[config.mk]
export PLATFORM = sky130hd
export DESIGN_NAME = pot_wiper_ctrl
export DESIGN_NICKNAME = d
export VERILOG_FILES = /design/src/rtl/pot_wiper_pkg.sv /design/src/rtl/pot_src_arbiter.sv /design/src/rtl/pot_position_fsm.sv /design/src/rtl/pot_tap_decoder.sv /design/src/rtl/pot_wiper_ctrl.sv
export SDC_FILE = /design/constraint.sdc
export NUM_CORES = 1
export LEC_CHECK = 0
export ABC_AREA = 1
export ABC_CLOCK_PERIOD_IN_PS = 2200
export BUFFER_PORTS_ARGS = -buffer_cell sky130_fd_sc_hd__buf_2
export CORE_AREA = 2 2 166 200
export DETAILED_ROUTE_END_ITERATION = 10
export DIE_AREA = 0 0 168 202
export GPL_ROUTABILITY_DRIVEN = 1
export GPL_TIMING_DRIVEN = 0
export PLACE_DENSITY_LB_ADDON = 0.08
export SETUP_SLACK_MARGIN = 0.15
export SYNTH_ARGS = -nofsm -noshare
export SYNTH_HDL_FRONTEND = slang
export SYNTH_SLANG_ARGS = --single-unit
[constraint.sdc]
create_clock -name clk -period 2.2 [get_ports clk]
set_input_delay 0.11 -clock clk [delete_from_list [all_inputs] [get_ports clk]]
set_output_delay 0.11 -clock clk [all_outputs]
set_load 0.01 [all_outputs]
[src/rtl/pot_wiper_pkg.sv]
package pot_wiper_pkg;

    typedef enum logic [2:0] {
        SRC_NONE,
        SRC_RECALL,
        SRC_XFER,
        SRC_WRITE,
        SRC_STEP
    } src_e;

    typedef enum logic {
        ST_AWAIT_RECALL,
        ST_TRACK
    } state_e;

endpackage

[src/rtl/pot_src_arbiter.sv]
module pot_src_arbiter
    import pot_wiper_pkg::*;
#(
    parameter int POS_W = 8
) (
    input  logic             recall_req,
    input  logic [POS_W-1:0] recall_data,
    input  logic             xfer_stb,
    input  logic [POS_W-1:0] xfer_data,
    input  logic             wr_stb,
    input  logic [POS_W-1:0] wr_data,
    input  logic             step_up,
    input  logic             step_dn,
    output src_e             sel,
    output logic [POS_W-1:0] load_val,
    output logic             step_dir_up
);

    logic step_single;

    // A step counts only when exactly one direction is requested
    assign step_single = step_up ^ step_dn;
    assign step_dir_up = step_up;

    always_comb begin
        sel      = SRC_NONE;
        load_val = '0;
        if (recall_req) begin
            sel      = SRC_RECALL;
            load_val = recall_data;
        end else if (xfer_stb) begin
            sel      = SRC_XFER;
            load_val = xfer_data;
        end else if (wr_stb) begin
            sel      = SRC_WRITE;
            load_val = wr_data;
        end else if (step_single) begin
            sel      = SRC_STEP;
        end
    end

endmodule

[src/rtl/pot_position_fsm.sv]
module pot_position_fsm
    import pot_wiper_pkg::*;
#(
    parameter int POS_W = 8
) (
    input  logic             clk,
    input  logic             rst_n,
    input  src_e             sel,
    input  logic [POS_W-1:0] load_val,
    input  logic             step_dir_up,
    output logic [POS_W-1:0] pos_q,
    output logic [POS_W-1:0] pos_d,
    output logic             track_d
);

    localparam logic [POS_W-1:0] POS_MAX = {POS_W{1'b1}};
    localparam logic [POS_W-1:0] POS_MIN = '0;

    state_e state_q;
    state_e state_d;

    // State register
    always_ff @(posedge clk or negedge rst_n) begin
        if (!rst_n) begin
            state_q <= ST_AWAIT_RECALL;
            pos_q   <= '0;
        end else begin
            state_q <= state_d;
            pos_q   <= pos_d;
        end
    end

    // Next state and next position
    always_comb begin
        state_d = state_q;
        pos_d   = pos_q;
        unique case (state_q)
            ST_AWAIT_RECALL: begin
                // RECALL_ACCEPT: every other source is ignored here
                if (sel == SRC_RECALL) begin
                    state_d = ST_TRACK;
                    pos_d   = load_val;
                end
            end
            ST_TRACK: begin
                unique case (sel)
                    SRC_RECALL, SRC_XFER, SRC_WRITE: begin
                        pos_d = load_val;
                    end
                    SRC_STEP: begin
                        if (step_dir_up) begin
                            pos_d = (pos_q == POS_MAX) ? pos_q : pos_q + 1'b1;
                        end else begin
                            pos_d = (pos_q == POS_MIN) ? pos_q : pos_q - 1'b1;
                        end
                    end
                    default: begin
                        pos_d = pos_q;
                    end
                endcase
            end
            default: begin
                state_d = ST_AWAIT_RECALL;
            end
        endcase
    end

    assign track_d = (state_d == ST_TRACK);

endmodule

[src/rtl/pot_tap_decoder.sv]
module pot_tap_decoder #(
    parameter int POS_W = 8,
    localparam int TAPS = 1 << POS_W
) (
    input  logic             clk,
    input  logic             rst_n,
    input  logic [POS_W-1:0] pos_d,
    input  logic             track_d,
    output logic [TAPS-1:0]  tap_q
);

    // One flop per switch, loaded from the next position value
    for (genvar i = 0; i < TAPS; i++) begin : g_tap
        always_ff @(posedge clk or negedge rst_n) begin
            if (!rst_n) begin
                tap_q[i] <= 1'b0;
            end else begin
                tap_q[i] <= track_d && (pos_d == POS_W'(i));
            end
        end
    end

endmodule

[src/rtl/pot_wiper_ctrl.sv]
module pot_wiper_ctrl
    import pot_wiper_pkg::*;
#(
    parameter int POS_W = 8,
    localparam int TAPS = 1 << POS_W
) (
    input  logic             clk,
    input  logic             rst_n,
    input  logic             recall_req,
    input  logic [POS_W-1:0] recall_data,
    input  logic             xfer_stb,
    input  logic [POS_W-1:0] xfer_data,
    input  logic             wr_stb,
    input  logic [POS_W-1:0] wr_data,
    input  logic             step_up,
    input  logic             step_dn,
    output logic [POS_W-1:0] wiper_pos,
    output logic [TAPS-1:0]  tap_en
);

    src_e             sel;
    logic [POS_W-1:0] load_val;
    logic             step_dir_up;
    logic [POS_W-1:0] pos_d;
    logic             track_d;

    pot_src_arbiter #(.POS_W(POS_W)) u_arb (
        .recall_req  (recall_req),
        .recall_data (recall_data),
        .xfer_stb    (xfer_stb),
        .xfer_data   (xfer_data),
        .wr_stb      (wr_stb),
        .wr_data     (wr_data),
        .step_up     (step_up),
        .step_dn     (step_dn),
        .sel         (sel),
        .load_val    (load_val),
        .step_dir_up (step_dir_up)
    );

    pot_position_fsm #(.POS_W(POS_W)) u_fsm (
        .clk         (clk),
        .rst_n       (rst_n),
        .sel         (sel),
        .load_val    (load_val),
        .step_dir_up (step_dir_up),
        .pos_q       (wiper_pos),
        .pos_d       (pos_d),
        .track_d     (track_d)
    );

    pot_tap_decoder #(.POS_W(POS_W)) u_dec (
        .clk     (clk),
        .rst_n   (rst_n),
        .pos_d   (pos_d),
        .track_d (track_d),
        .tap_q   (tap_en)
    );

endmodule

==> results.md, run 1 <==
- Post-synth design cell area: 9460 um2
- Warnings, synthesis: 0
- Most used standard cells in the synthesized netlist: 265 x sky130_fd_sc_hd__dfrtp_1, 265 x sky130_fd_sc_hd__nor2_1, 83 x sky130_fd_sc_hd__nand2_1
- RSZ-0062 raised after global routing: yes
- Category of the worst setup path launch point: flop
- Worst setup endpoint: u_dec.tap_q[177]
- Overall Global Routing Usage: 18.1%
- CP max FO: 8
- Number of routed nets with antenna violations: 0
- Final Net Count: 1,302
- Register clock-pin slew on the reported worst setup and hold paths: 0.06 ns
- Power Density: 737 nW/um2
- Critical path required time: 2.71 ns
- Clock latency on the worst-skew pair: 0.57 ns
- Netlist cell types: 32
- Relative contribution of the clock network to total power: 40.4%
- Number of remaining DRC errors: 0
- Number of levels in the clock H-tree: 1
- Worst R2R Start: u_fsm.pos_q[0]
- Number of max-slew violations in the final report: 0
- DRC marker count from the first detailed-route iteration: 306
- Tightest Pin Transition: 0.700 ns
- Via density: 4.32
- Number of detailed-route iterations in the first pass: 4
- Post-layout min period: 2.36 ns
- Violated checks: setup timing
- Cell type with the highest aggregate area in the netlist: sky130_fd_sc_hd__dfrtp_1
- Worst r2r path cells: 17
- Clock Root Buffer: sky130_fd_sc_hd__clkbuf_16
- Maximum number of pins on one net before global-route repair: 98
- Critical Path Source: u_fsm.pos_q[0]
- Y dimension of the die: 202 um
- Smallest setup slack after layout: -0.158 ns
- Number of failing setup endpoints in the final timing report: 244
- TritonCTS clock tree: yes
- Part of the power in combinational logic: 17.4%
- Number of global-route vias before repair: 7,291
- Internal cell power: 8.56 mW
- Floorplan die width: 168 um
- Leak: 8.02 nW
- Share of the synthesized area in the top cell type: 70.1%
- Crit. End Element: flop
- Layout overhead on the synthesized area: 68.9%
- Crit path arrival time: 2.87 ns
- Row cnt: 72
- Post-Route WL: 32,500 um
- Reg2reg end: u_dec.tap_q[177]
- Floorplan Core Area: 32,000 um2
- Number of buffers inserted during clock tree synthesis: 28
- Net Sw Frac: 27.3%
- Path type of the worst min-delay path: input port to flop
- Final hold violation count: 0
- Antenna diode instance count: 0
- Detailed-route wire length per cell: 19.2 um
- Syn Area/Cell: 11.5 um2
- Total via count in the routed design: 7,329
- Sequential fraction of the synthesis area: 70.1%
- Max-cap violation count: 0
- Post-synthesis instance total: 823
- Largest clock skew in the final design: 0.0315 ns
- Post-synthesis sequential element count: 265
- Total global routing overflow: 0
- Ratio of final minimum period to clock period: 107%
- CTS sink count: 265
- Effective utilization at floorplan: 29.6%
- Result of the run: finished, violations left
- CTS Buffer Depth: 3
- Post-DP HPWL: 20,900 um
- Count of flip-flops with a built-in enable after synthesis: 0
- NetSw: 3.21 mW
- Biggest area contributors in the synthesized netlist: sky130_fd_sc_hd__dfrtp_1 70%, sky130_fd_sc_hd__nor2_1 11%, sky130_fd_sc_hd__nand2_1 3.3%, sky130_fd_sc_hd__buf_6 2.7%, sky130_fd_sc_hd__nand2_2 2.0%
- Boundary Pins: 295
- Commonest register cell after synthesis: sky130_fd_sc_hd__dfrtp_1
- Die Area: 33,900 um2
- Worst setup slack after placement: -0.490 ns
- Count of port buffers added during placement: 292
- Kind of critical path: flop to flop
- Worst slew margin relative to its limit: 53.4%
- Number of antenna violations at the first check in global routing: 0
- Fraction of power consumed by sequential logic: 42.2%
- First-pass GRT wire length: 46,100 um
- Routability Congestion: 0.801
- Final Util: 50.0%
- Fraction of layout cells with a size suffix above 1: 61.2%
- Fmax: 0.424 GHz
- Number of nets produced by synthesis: 857
- FFs w/ async S/R, synth: 100%
- Max rail drop VDD: 0.597 mV
- FF-to-FF setup slack: -0.16 ns
sequential cells by signal, indices dropped and copies added, names as in the netlist:
| register | count |
|---|---|
| u_dec.tap_q | 256 |
| u_fsm.pos_q | 8 |
| u_fsm.state_q | 1 |
critical path: stages (launching register included):
cell and delay, ns:
sky130_fd_sc_hd__dfrtp_2 0.46, sky130_fd_sc_hd__buf_12 0.15, sky130_fd_sc_hd__ha_4 0.16, sky130_fd_sc_hd__nand2_4 0.08
sky130_fd_sc_hd__inv_4 0.06, sky130_fd_sc_hd__nand3_2 0.05, sky130_fd_sc_hd__nand2_1 0.07, sky130_fd_sc_hd__nand3_2 0.07
sky130_fd_sc_hd__nand3_2 0.09, sky130_fd_sc_hd__nand2_2 0.11, sky130_fd_sc_hd__nand2_4 0.08, sky130_fd_sc_hd__nand2_4 0.07
sky130_fd_sc_hd__nand2_4 0.07, sky130_fd_sc_hd__nor2_4 0.27, sky130_fd_sc_hd__buf_6 0.16, sky130_fd_sc_hd__nand2_8 0.09
sky130_fd_sc_hd__clkbuf_16 0.19, sky130_fd_sc_hd__nor2_1 0.08
through the flow:
stage	TNS, ns	std cells	power [mW]	area [um2]	hold slack [ns]
floorplan	0	823	5.63	9460	-0.186
global placement	-1132.47	1522	6.05	11400	0.509
detailed placement	-77.37	1524	6.06	11500	0.171
CTS	-3.03	1643	11.4	13900	0.0338
global route	-38.68	1695	12.3	16000	0.0974
finish	-19.55	1695	11.8	16000	0.0762
timing repair:
item,CTS,global route
setup endpoints to repair,256,256
resized for setup,167,356
hold endpoints to repair,88,0
pin swaps,39,55
cloned,6,14
hold buffers,3,0
setup buffers,60,38
layout make-up:
class	count	area, um2
fill	2865	16000
sequential	265	6640
multi-input combinational	488	3900
timing repair buffer	415	3220
clock buffer	39	832
buffer	39	619
tap	407	509
inverter	31	139
clock inverter	11	121
power by group through the flow:
stage / clock [mW] / sequential (mW) / combinational, mW
detailed placement: 0 / 5.06 / 1.00
finish: 4.76 / 4.97 / 2.04
CTS: 4.90 / 4.97 / 1.53
global placement: 0 / 5.06 / 0.985
global route: 5.11 / 4.97 / 2.18
floorplan: 0 / 5.07 / 0.557
placed cells by master, fill, tap and decap left out, types with 23 or more instances in the layout:
cell type / Yosys / final
sky130_fd_sc_hd__nor2_4: 6 / 106
sky130_fd_sc_hd__buf_12: 0 / 41
sky130_fd_sc_hd__buf_4: 1 / 39
sky130_fd_sc_hd__buf_2: 14 / 294
sky130_fd_sc_hd__nor2_1: 265 / 102
sky130_fd_sc_hd__nand2_8: 0 / 28
sky130_fd_sc_hd__nor2_2: 13 / 76
sky130_fd_sc_hd__nand2_1: 83 / 63
sky130_fd_sc_hd__buf_6: 23 / 34
sky130_fd_sc_hd__dfrtp_1: 265 / 261
sky130_fd_sc_hd__clkbuf_16: 0 / 42
sky130_fd_sc_hd__buf_8: 0 / 23
worst min-delay path by stage:
stage	start	end	depth (start not counted)
after floorplan	rst_n	u_dec.tap_q[0]	0
final	recall_req	u_fsm.state_q	3
after CTS	recall_req	u_fsm.pos_q[2]	4
after detailed placement	rst_n	u_dec.tap_q[251]	1
after global placement	recall_data[7]	u_fsm.pos_q[7]	3
after global routing	recall_req	u_fsm.state_q	3
metal layers:
layer / GRT usage (%) / wire (um)
met1: 23.0 / 13300
met2: 30.8 / 16500
met3: 3.97 / 1900
met4: 5.31 / 800
met5: 0 / 0
logic make-up (layout without fill, tap and decap cells):
logic type      after synthesis  after routing  share of synthesized area [%]
simple gates                446            446                           21.6
flops                       265            265                           70.1
buf+inv                      70            535                           4.83
compound gates               36             36                           2.70
fa+ha+maj                     3              3                          0.397
xor+xnor                      3              3                          0.357
Power figures use the tool's default switching activity.
==> run 2, diff against run 1 <==
Settings changed: CORE_AREA 2 2 166 200 to 2 2 134 163, DIE_AREA 0 0 168 202 to 0 0 136 165.
==> run 2 against run 1 <==
Effect of this change: the run still ends with setup timing left; flip-flop and latch count unchanged; power decreased by 1.9%; global-route usage increased by 8.0 points; clock skew decreased by 0.0093 ns; via count increased by 7.5%; setup slack got worse by 0.026 ns; die area decreased by 34%; utilization increased by 29 points; count of clock-buffer cells in the layout increased by 1; worst hold slack got worse by 0.055 ns; fmax decreased by 1.1%; sequential share of layout area decreased by 0.89 points; critical endpoint is now u_dec.tap_q[40]; largest cell class unchanged.
==> results.md, run 2 (same netlist as run 1, synthesis figures left out) <==
- Maximum number of pins on one net before global-route repair: 115 (was 98)
- Tightest Pin Transition: 0.612 ns (was 0.700 ns)
- Number of levels in the clock H-tree: 1 (unchanged)
- Post-DP HPWL: 18,500 um (was 20,900 um)
- Final Net Count: 1,325 (was 1,302)
- Worst path slowest cell: sky130_fd_sc_hd__dfrtp_2 (unchanged)
- Count of port buffers added during placement: 292 (unchanged)
- Placed standard-cell area: 11,300 um2 (was 11,500 um2)
- Layout overhead on the synthesized area: 72.6% (was 68.9%)
- Number of antenna violations at the first check in global routing: 0 (unchanged)
- Number of global-route vias before repair: 7,308 (was 7,291)
- Routability Congestion: 0.898 (was 0.801)
- Critical path required time: 2.66 ns (was 2.71 ns)
- Effective utilization at floorplan: 45.6% (was 29.6%)
- Register clock-pin slew on the reported worst setup and hold paths: 0.07 ns (was 0.06 ns)
- Worst setup slack after placement: -0.460 ns (was -0.490 ns)
- Post-Route WL: 32,900 um (was 32,500 um)
- Fraction of layout cells with a size suffix above 1: 63.7% (was 61.2%)
- Worst slew margin relative to its limit: 59.2% (was 53.4%)
- Number of detailed-route iterations in the first pass: 5 (was 4)
- Ratio of final minimum period to clock period: 108% (was 107%)
- Total global routing overflow: 0 (unchanged)
- Clock latency on the worst-skew pair: 0.54 ns (was 0.57 ns)
- Number of max-slew violations in the final report: 0 (unchanged)
- DRC marker count from the first detailed-route iteration: 385 (was 306)
- Row cnt: 58 (was 72)
- Finished layout cell area: 16,300 um2 (was 16,000 um2)
- Leak: 8.12 nW (was 8.02 nW)
- Number of routed nets with antenna violations: 0 (unchanged)
- Max rail drop VDD: 0.623 mV (was 0.597 mV)
- Crit. End Element: flop (unchanged)
- Clock Root Buffer: sky130_fd_sc_hd__clkbuf_16 (unchanged)
- Filler Cells Inserted: 1,236 (was 2,865)
- Crit path arrival time: 2.84 ns (was 2.87 ns)
- Overall Global Routing Usage: 26.1% (was 18.1%)
- First-pass GRT wire length: 43,700 um (was 46,100 um)
- FF-to-FF setup slack: -0.18 ns (was -0.16 ns)
- RSZ-0062 raised after global routing: yes (unchanged)
- Number of failing setup endpoints in the final timing report: 251 (was 244)
- CP max FO: 5 (was 8)
- Smallest setup slack after layout: -0.184 ns (was -0.158 ns)
- Y dimension of the die: 165 um (was 202 um)
- Delay of the slowest cell on the worst path: 0.48 ns (was 0.46 ns)
- Final Util: 78.7% (was 50.0%)
- Max-cap violation count: 0 (unchanged)
- Final hold violation count: 0 (unchanged)
- Detailed-route wire length per cell: 20.8 um (was 19.2 um)
- Most used cells in the layout excluding fill and tap cells: 294 x sky130_fd_sc_hd__buf_2, 261 x sky130_fd_sc_hd__dfrtp_1, 145 x sky130_fd_sc_hd__nor2_4 (was 294 x sky130_fd_sc_hd__buf_2, 261 x sky130_fd_sc_hd__dfrtp_1, 106 x sky130_fd_sc_hd__nor2_4)
- Number of remaining DRC errors: 0 (unchanged)
- Total via count in the routed design: 7,881 (was 7,329)
- Via density: 4.99 (was 4.32)
- Most common cell after layout, fill and taps aside: sky130_fd_sc_hd__buf_2 (unchanged)
- Sequence of cells on the critical path: inv_4, ha_4, nand3_4, nor2_4, nor2_4, nand2_1, nand2_1, nand3_1, nand2_1, nand2_2, nand2_4, nor2_4, buf_6, nand2_8, clkbuf_16, nor2_1 (was buf_12, ha_4, nand2_4, inv_4, nand3_2, nand2_1, nand3_2, nand3_2, nand2_2, nand2_4, nand2_4, nand2_4, nor2_4, buf_6, nand2_8, clkbuf_16, nor2_1)
- Floorplan die width: 136 um (was 168 um)
- Max reg flops: 256 (unchanged)
- Floorplan Core Area: 20,800 um2 (was 32,000 um2)
- Result of the run: finished, violations left (unchanged)
- Largest clock skew in the final design: 0.0223 ns (was 0.0315 ns)
- Power Density: 707 nW/um2 (was 737 nW/um2)
- Violated checks: setup timing (unchanged)
- Register ranked first by flip-flop count: u_dec.tap_q (unchanged)
- Buffers plus inverters on the worst setup path: 3 (was 4)
- Regs by FF count: u_dec.tap_q (256), u_fsm.pos_q (8), u_fsm.state_q (1) (unchanged)
- Number of buffers inserted during clock tree synthesis: 26 (was 28)
- TritonCTS clock tree: yes (unchanged)
- CTS Buffer Depth: 3 (unchanged)
- Post-layout min period: 2.38 ns (was 2.36 ns)
- Path type of the worst min-delay path: input port to flop (unchanged)
- Category of the worst setup path launch point: flop (unchanged)
- Kind of critical path: flop to flop (unchanged)
- Antenna diode instance count: 0 (unchanged)
- Fmax: 0.419 GHz (was 0.424 GHz)
- Category of cells accounting for the largest share of critical-path delay: simple AND/OR/NAND/NOR gates (unchanged)
- CTS sink count: 265 (unchanged)
- Die Area: 22,400 um2 (was 33,900 um2)
- Boundary Pins: 295 (unchanged)
[run 2: per-layer routing]
layer | vias up | wire [um] | track usage, %
li1 | 3491 | - | -
met1 | 3972 | 12300 | 33.5
met2 | 349 | 17500 | 45.1
met3 | 69 | 2190 | 4.88
met4 | 0 | 969 | 7.77
met5 | - | 0 | 0
[run 2: final cells by class]
cell class              instances  area [um2]  area share [%]
clock buffers                  40         793            4.86
well taps                     270         338            2.07
multi-input cells             488        4190            25.7
clock inverters                 7        52.6           0.322
repair buffers                440        3570            21.9
inverters                      31         146           0.897
plain buffers                  39         596            3.65
flip-flops and latches        265        6640            40.6
[run 2: tightest hold or removal path, cell delays in order]
cell and delay (ns):
sky130_fd_sc_hd__buf_2 0.09, sky130_fd_sc_hd__nand3_1 0.14, sky130_fd_sc_hd__nand3_4 0.16
[run 2: stage by stage]
| stage | power [mW] | cells | TNS, ns | hold slack, ns |
|---|---|---|---|---|
| floorplan | 5.63 | 823 | 0 | -0.186 |
| global placement | 6.00 | 1385 | -1000.65 | 0.496 |
| detailed placement | 6.02 | 1387 | -64.56 | 0.0877 |
| CTS | 11.0 | 1535 | -3.50 | 0.00123 |
| global route | 11.9 | 1580 | -51.86 | 0.0281 |
| finish | 11.5 | 1580 | -26.48 | 0.0209 |
[run 2: power breakdown]
group / leakage [nW] / switching (mW) / internal (mW) / total [mW]
clock: 0.418 / 1.88 / 2.49 / 4.36
combinational: 4.02 / 1.27 / 0.943 / 2.21
sequential: 3.68 / 0.0435 / 4.93 / 4.97
[run 2: final timing paths]
check,from,end,cells after the start
min,recall_data[2],u_fsm.pos_q[2],3
max,u_fsm.pos_q[1],u_dec.tap_q[40],16
min reg2reg,u_fsm.state_q,u_fsm.pos_q[2],3
max reg2reg,u_fsm.pos_q[1],u_dec.tap_q[40],16
max in group asynchronous,rst_n,u_dec.tap_q[149],3
min in group asynchronous,rst_n,u_dec.tap_q[53],2
[run 2: what timing repair did]
action	CTS	global route
gates resized for setup	233	388
pin swaps	62	86
hold endpoints to repair	66	0
gates cloned	17	13
hold buffers	2	0
setup endpoints to repair	256	256
setup buffers	82	32
==> run 3, diff against run 2 <==
Settings changed: CORE_AREA 2 2 134 163 to 2 2 135 163, DIE_AREA 0 0 136 165 to 0 0 137 165, SYNTH_HIERARCHICAL from default to 1.
==> run 3 against run 2 <==
Effect of this change: the flow still finishes with violations (setup timing); largest cell class unchanged; area after synthesis grew 0.45%; cell count grew 4.1%; setup slack improved by 0.019 ns.
==> results.md, run 3 <==
- Placed standard-cell area: 11,600 um2 (was 11,300 um2)
- Post-layout min period: 2.36 ns (was 2.38 ns)
- Post-DP HPWL: 19,000 um (was 18,500 um)
- Most used cells in the layout excluding fill and tap cells: 291 x sky130_fd_sc_hd__buf_2, 261 x sky130_fd_sc_hd__dfrtp_1, 167 x sky130_fd_sc_hd__nor2_1 (was 294 x sky130_fd_sc_hd__buf_2, 261 x sky130_fd_sc_hd__dfrtp_1, 145 x sky130_fd_sc_hd__nor2_4)
- Number of nets produced by synthesis: 928 (was 857)
- DRC marker count from the first detailed-route iteration: 431 (was 385)
- Warnings, synthesis: 6 (was 0)
- Number of levels in the clock H-tree: 1 (unchanged)
- Number of global-route vias before repair: 7,650 (was 7,308)
- Commonest register cell after synthesis: sky130_fd_sc_hd__dfrtp_1 (unchanged)
- Antenna diode instance count: 0 (unchanged)
- Worst path slowest cell: sky130_fd_sc_hd__dfrtp_2 (unchanged)
- Clock latency on the worst-skew pair: 0.53 ns (was 0.54 ns)
- Final Net Count: 1,394 (was 1,325)
- CTS sink count: 265 (unchanged)
- Internal cell power: 8.63 mW (was 8.35 mW)
- Count of port buffers added during placement: 292 (unchanged)
- Floorplan Core Area: 20,900 um2 (was 20,800 um2)
- Overall Global Routing Usage: 25.9% (was 26.1%)
- Max-cap violation count: 0 (unchanged)
- Effective utilization at floorplan: 45.5% (was 45.6%)
- Critical path required time: 2.65 ns (was 2.66 ns)
- Post-synth design cell area: 9500 um2 (was 9460 um2)
- Number of max-slew violations in the final report: 0 (unchanged)
- Relative contribution of the clock network to total power: 35.5% (was 37.8%)
- Fraction of layout cells with a size suffix above 1: 55.5% (was 63.7%)
- Fmax: 0.423 GHz (was 0.419 GHz)
- Maximum number of pins on one net before global-route repair: 102 (was 115)
- Number of failing setup endpoints in the final timing report: 238 (was 251)
- NetSw: 3.40 mW (was 3.19 mW)
- Crit path arrival time: 2.81 ns (was 2.84 ns)
- Via density: 4.81 (was 4.99)
- Fraction of power consumed by sequential logic: 41.6% (was 43.0%)
- Most prevalent standard cell on the critical path: sky130_fd_sc_hd__nand2_1
- Part of the power in combinational logic: 22.9% (was 19.2%)
- Most used standard cells in the synthesized netlist: 304 x sky130_fd_sc_hd__nor2_1, 265 x sky130_fd_sc_hd__dfrtp_1, 121 x sky130_fd_sc_hd__nand2_1 (was 265 x sky130_fd_sc_hd__dfrtp_1, 265 x sky130_fd_sc_hd__nor2_1, 83 x sky130_fd_sc_hd__nand2_1)
- Number of remaining DRC errors: 0 (unchanged)
- Cell type with the highest aggregate area in the netlist: sky130_fd_sc_hd__dfrtp_1 (unchanged)
- Syn Area/Cell: 10.6 um2 (was 11.5 um2)
- Ratio of final minimum period to clock period: 107% (was 108%)
- Layout overhead on the synthesized area: 63.8% (was 72.6%)
- Number of antenna violations at the first check in global routing: 0 (unchanged)
- Path type of the worst min-delay path: input port to async pin (was input port to flop)
- Library cell with the highest instance count after synthesis: sky130_fd_sc_hd__nor2_1
- Post-synthesis sequential element count: 265 (unchanged)
- Boundary Pins: 295 (unchanged)
- Kind of critical path: flop to flop (unchanged)
- Category of the worst setup path launch point: flop (unchanged)
- First-pass GRT wire length: 44,300 um (was 43,700 um)
- Largest clock skew in the final design: 0.0113 ns (was 0.0223 ns)
- Total design power: 12.0 mW (was 11.5 mW)
- Clock Root Buffer: sky130_fd_sc_hd__clkbuf_16 (unchanged)
- Sequential fraction of the synthesis area: 69.8% (was 70.1%)
- Number of routed nets with antenna violations: 0 (unchanged)
- Register clock-pin slew on the reported worst setup and hold paths: 0.07 ns (about the same)
- Share of the synthesized area in the top cell type: 69.8% (was 70.1%)
- Category of cells accounting for the largest share of critical-path delay: simple AND/OR/NAND/NOR gates (unchanged)
- Delay of the slowest cell on the worst path: 0.47 ns (was 0.48 ns)
- Result of the run: finished, violations left (unchanged)
- Routability Congestion: 0.850 (was 0.898)
- Violated checks: setup timing (unchanged)
- Biggest area contributors in the synthesized netlist: sky130_fd_sc_hd__dfrtp_1 70%, sky130_fd_sc_hd__nor2_1 12%, sky130_fd_sc_hd__nand2_1 4.8%, sky130_fd_sc_hd__nand3_1 2.1%, sky130_fd_sc_hd__buf_6 1.5% (was sky130_fd_sc_hd__dfrtp_1 70%, sky130_fd_sc_hd__nor2_1 11%, sky130_fd_sc_hd__nand2_1 3.3%, sky130_fd_sc_hd__buf_6 2.7%, sky130_fd_sc_hd__nand2_2 2.0%)
- FFs w/ async S/R, synth: 100% (unchanged)
- Floorplan die width: 137 um (was 136 um)
- Detailed-route wire length per cell: 18.8 um (was 20.8 um)
- Worst slew margin relative to its limit: 58.0% (was 59.2%)
- Netlist cell types: 29 (was 32)
- Total global routing overflow: 0 (unchanged)
- TritonCTS clock tree: yes (unchanged)
- Finished layout cell area: 15,600 um2 (was 16,300 um2)
- Final hold violation count: 0 (unchanged)
- Sequence of cells on the critical path: ha_4, nand3_4, inv_2, nand2_4, nand2_1, o21ai_1, nand2_1, nand3_1, nand2_1, nand2_2, nand2_4, nor2_4, buf_6, buf_6, nand3_4, buf_8, nor2_4 (was inv_4, ha_4, nand3_4, nor2_4, nor2_4, nand2_1, nand2_1, nand3_1, nand2_1, nand2_2, nand2_4, nor2_4, buf_6, nand2_8, clkbuf_16, nor2_1)
- RSZ-0062 raised after global routing: yes (unchanged)
- Buffers plus inverters on the worst setup path: 4 (was 3)
- Net Sw Frac: 28.3% (was 27.6%)
- Post-synthesis instance total: 894 (was 823)
- Total via count in the routed design: 7,908 (was 7,881)
- Post-Route WL: 31,000 um (was 32,900 um)
- CP max FO: 7 (was 5)
- Power Density: 773 nW/um2 (was 707 nW/um2)
- Regs by FF count: u_dec/tap_q (256), u_fsm/pos_q (8), u_fsm/state_q (1) (was u_dec.tap_q (256), u_fsm.pos_q (8), u_fsm.state_q (1))
- Count of flip-flops with a built-in enable after synthesis: 0 (unchanged)
- Leak: 8.11 nW (was 8.12 nW)
- Crit. End Element: flop (unchanged)
- Register ranked first by flip-flop count: u_dec/tap_q (was u_dec.tap_q)
- Smallest setup slack after layout: -0.165 ns (was -0.184 ns)
- Max reg flops: 256 (unchanged)
- Number of buffers inserted during clock tree synthesis: 25 (was 26)
- Tightest Pin Transition: 0.631 ns (was 0.612 ns)
- Row cnt: 58 (unchanged)
- Most common cell after layout, fill and taps aside: sky130_fd_sc_hd__buf_2 (unchanged)
- CTS Buffer Depth: 3 (unchanged)
- Number of detailed-route iterations in the first pass: 4 (was 5)
- Die Area: 22,600 um2 (was 22,400 um2)
- Y dimension of the die: 165 um (unchanged)
- Max rail drop VDD: 0.676 mV (was 0.623 mV)
## run 3: routing by layer
metal / share of wire, % / global-route usage, % / up-vias / wire length (um)
li1: - / - / 3695 / -
met1: 39 / 32.6 / 3909 / 12000
met2: 53 / 45.2 / 266 / 16300
met3: 6.7 / 5.89 / 38 / 2080
met4: 1.9 / 6.47 / 0 / 580
met5: 0 / 0 / - / 0
## run 3: worst paths after layout
path / startpoint / end / slack [ns] / cells past startpoint
min in group clk: recall_data[4] / u_fsm/pos_q[4] / 0.18 / 5
worst max-delay path: u_fsm/pos_q[0] / u_dec/tap_q[100] / -0.16 / 17
worst max register to register: u_fsm/pos_q[0] / u_dec/tap_q[100] / -0.16 / 17
worst min register to register: u_fsm/pos_q[2] / u_fsm/pos_q[2] / 0.97 / 5
max in group asynchronous: rst_n / u_dec/tap_q[132] / 1.15 / 3
worst min-delay path: rst_n / u_dec/tap_q[91] / 0.15 / 2
## run 3: per-stage QoR
stage                     util (%)  setup TNS (ns)  hold slack (ns)  setup slack (ns)  instances
after detailed placement      55.5         -112.02            0.130            -0.656       1458
after floorplan                  -               0           -0.186             0.136        894
final                         74.5          -20.41            0.148            -0.165       1645
after global routing          74.5          -55.85            0.214            -0.306       1645
after global placement        55.2        -1061.15            0.520             -4.07       1456
after CTS                     68.2           -4.82            0.175           -0.0785       1601
## run 3: area by class of cell
type | instances | area (um2)
sequential | 265 | 6640
tap | 270 | 338
fill | 1401 | 5340
inverter | 42 | 190
clock inverter | 6 | 97.6
buffer | 45 | 681
multi-input combinational | 542 | 3690
timing repair buffer | 439 | 3220
clock buffer | 36 | 707
## run 3: power groups by stage
stage / combinational [mW] / sequential, mW / clock [mW]
3_5_place_dp: 1.38 / 5.09 / 0
4_1_cts: 2.24 / 5.00 / 4.33
5_1_grt: 2.92 / 5.01 / 4.54
2_1_floorplan: 0.848 / 5.12 / 0
6_report: 2.75 / 5.01 / 4.27
3_3_place_gp: 1.36 / 5.09 / 0
## run 3: cells by family after synthesis
logic type | count (synthesis) | synth area share (%)
adder cells (fa/ha/maj) | 3 | 0.395
flip-flops | 265 | 69.8
XOR/XNOR | 4 | 0.369
AND/OR/NAND/NOR | 500 | 22.6
buffers and inverters | 87 | 4.99
AO/OA/AOI/OAI | 35 | 1.87
## run 3: timing repair
item,4_1_cts,5_1_grt
setup endpoints to repair,256,256
hold endpoints to repair,77,0
hold buffers,1,0
gates resized for setup,202,235
gates cloned,12,7
pin swaps,55,21
setup buffers,88,37
## run 3: worst reg2reg max path, cell delays in order, from the launching register on
cell and delay (ns):
sky130_fd_sc_hd__dfrtp_2 0.47, sky130_fd_sc_hd__ha_4 0.19, sky130_fd_sc_hd__nand3_4 0.10, sky130_fd_sc_hd__inv_2 0.06, sky130_fd_sc_hd__nand2_4 0.09, sky130_fd_sc_hd__nand2_1 0.05
sky130_fd_sc_hd__o21ai_1 0.07, sky130_fd_sc_hd__nand2_1 0.06, sky130_fd_sc_hd__nand3_1 0.08, sky130_fd_sc_hd__nand2_1 0.07, sky130_fd_sc_hd__nand2_2 0.07, sky130_fd_sc_hd__nand2_4 0.09
sky130_fd_sc_hd__nor2_4 0.19, sky130_fd_sc_hd__buf_6 0.15, sky130_fd_sc_hd__buf_6 0.10, sky130_fd_sc_hd__nand3_4 0.12, sky130_fd_sc_hd__buf_8 0.20, sky130_fd_sc_hd__nor2_4 0.11
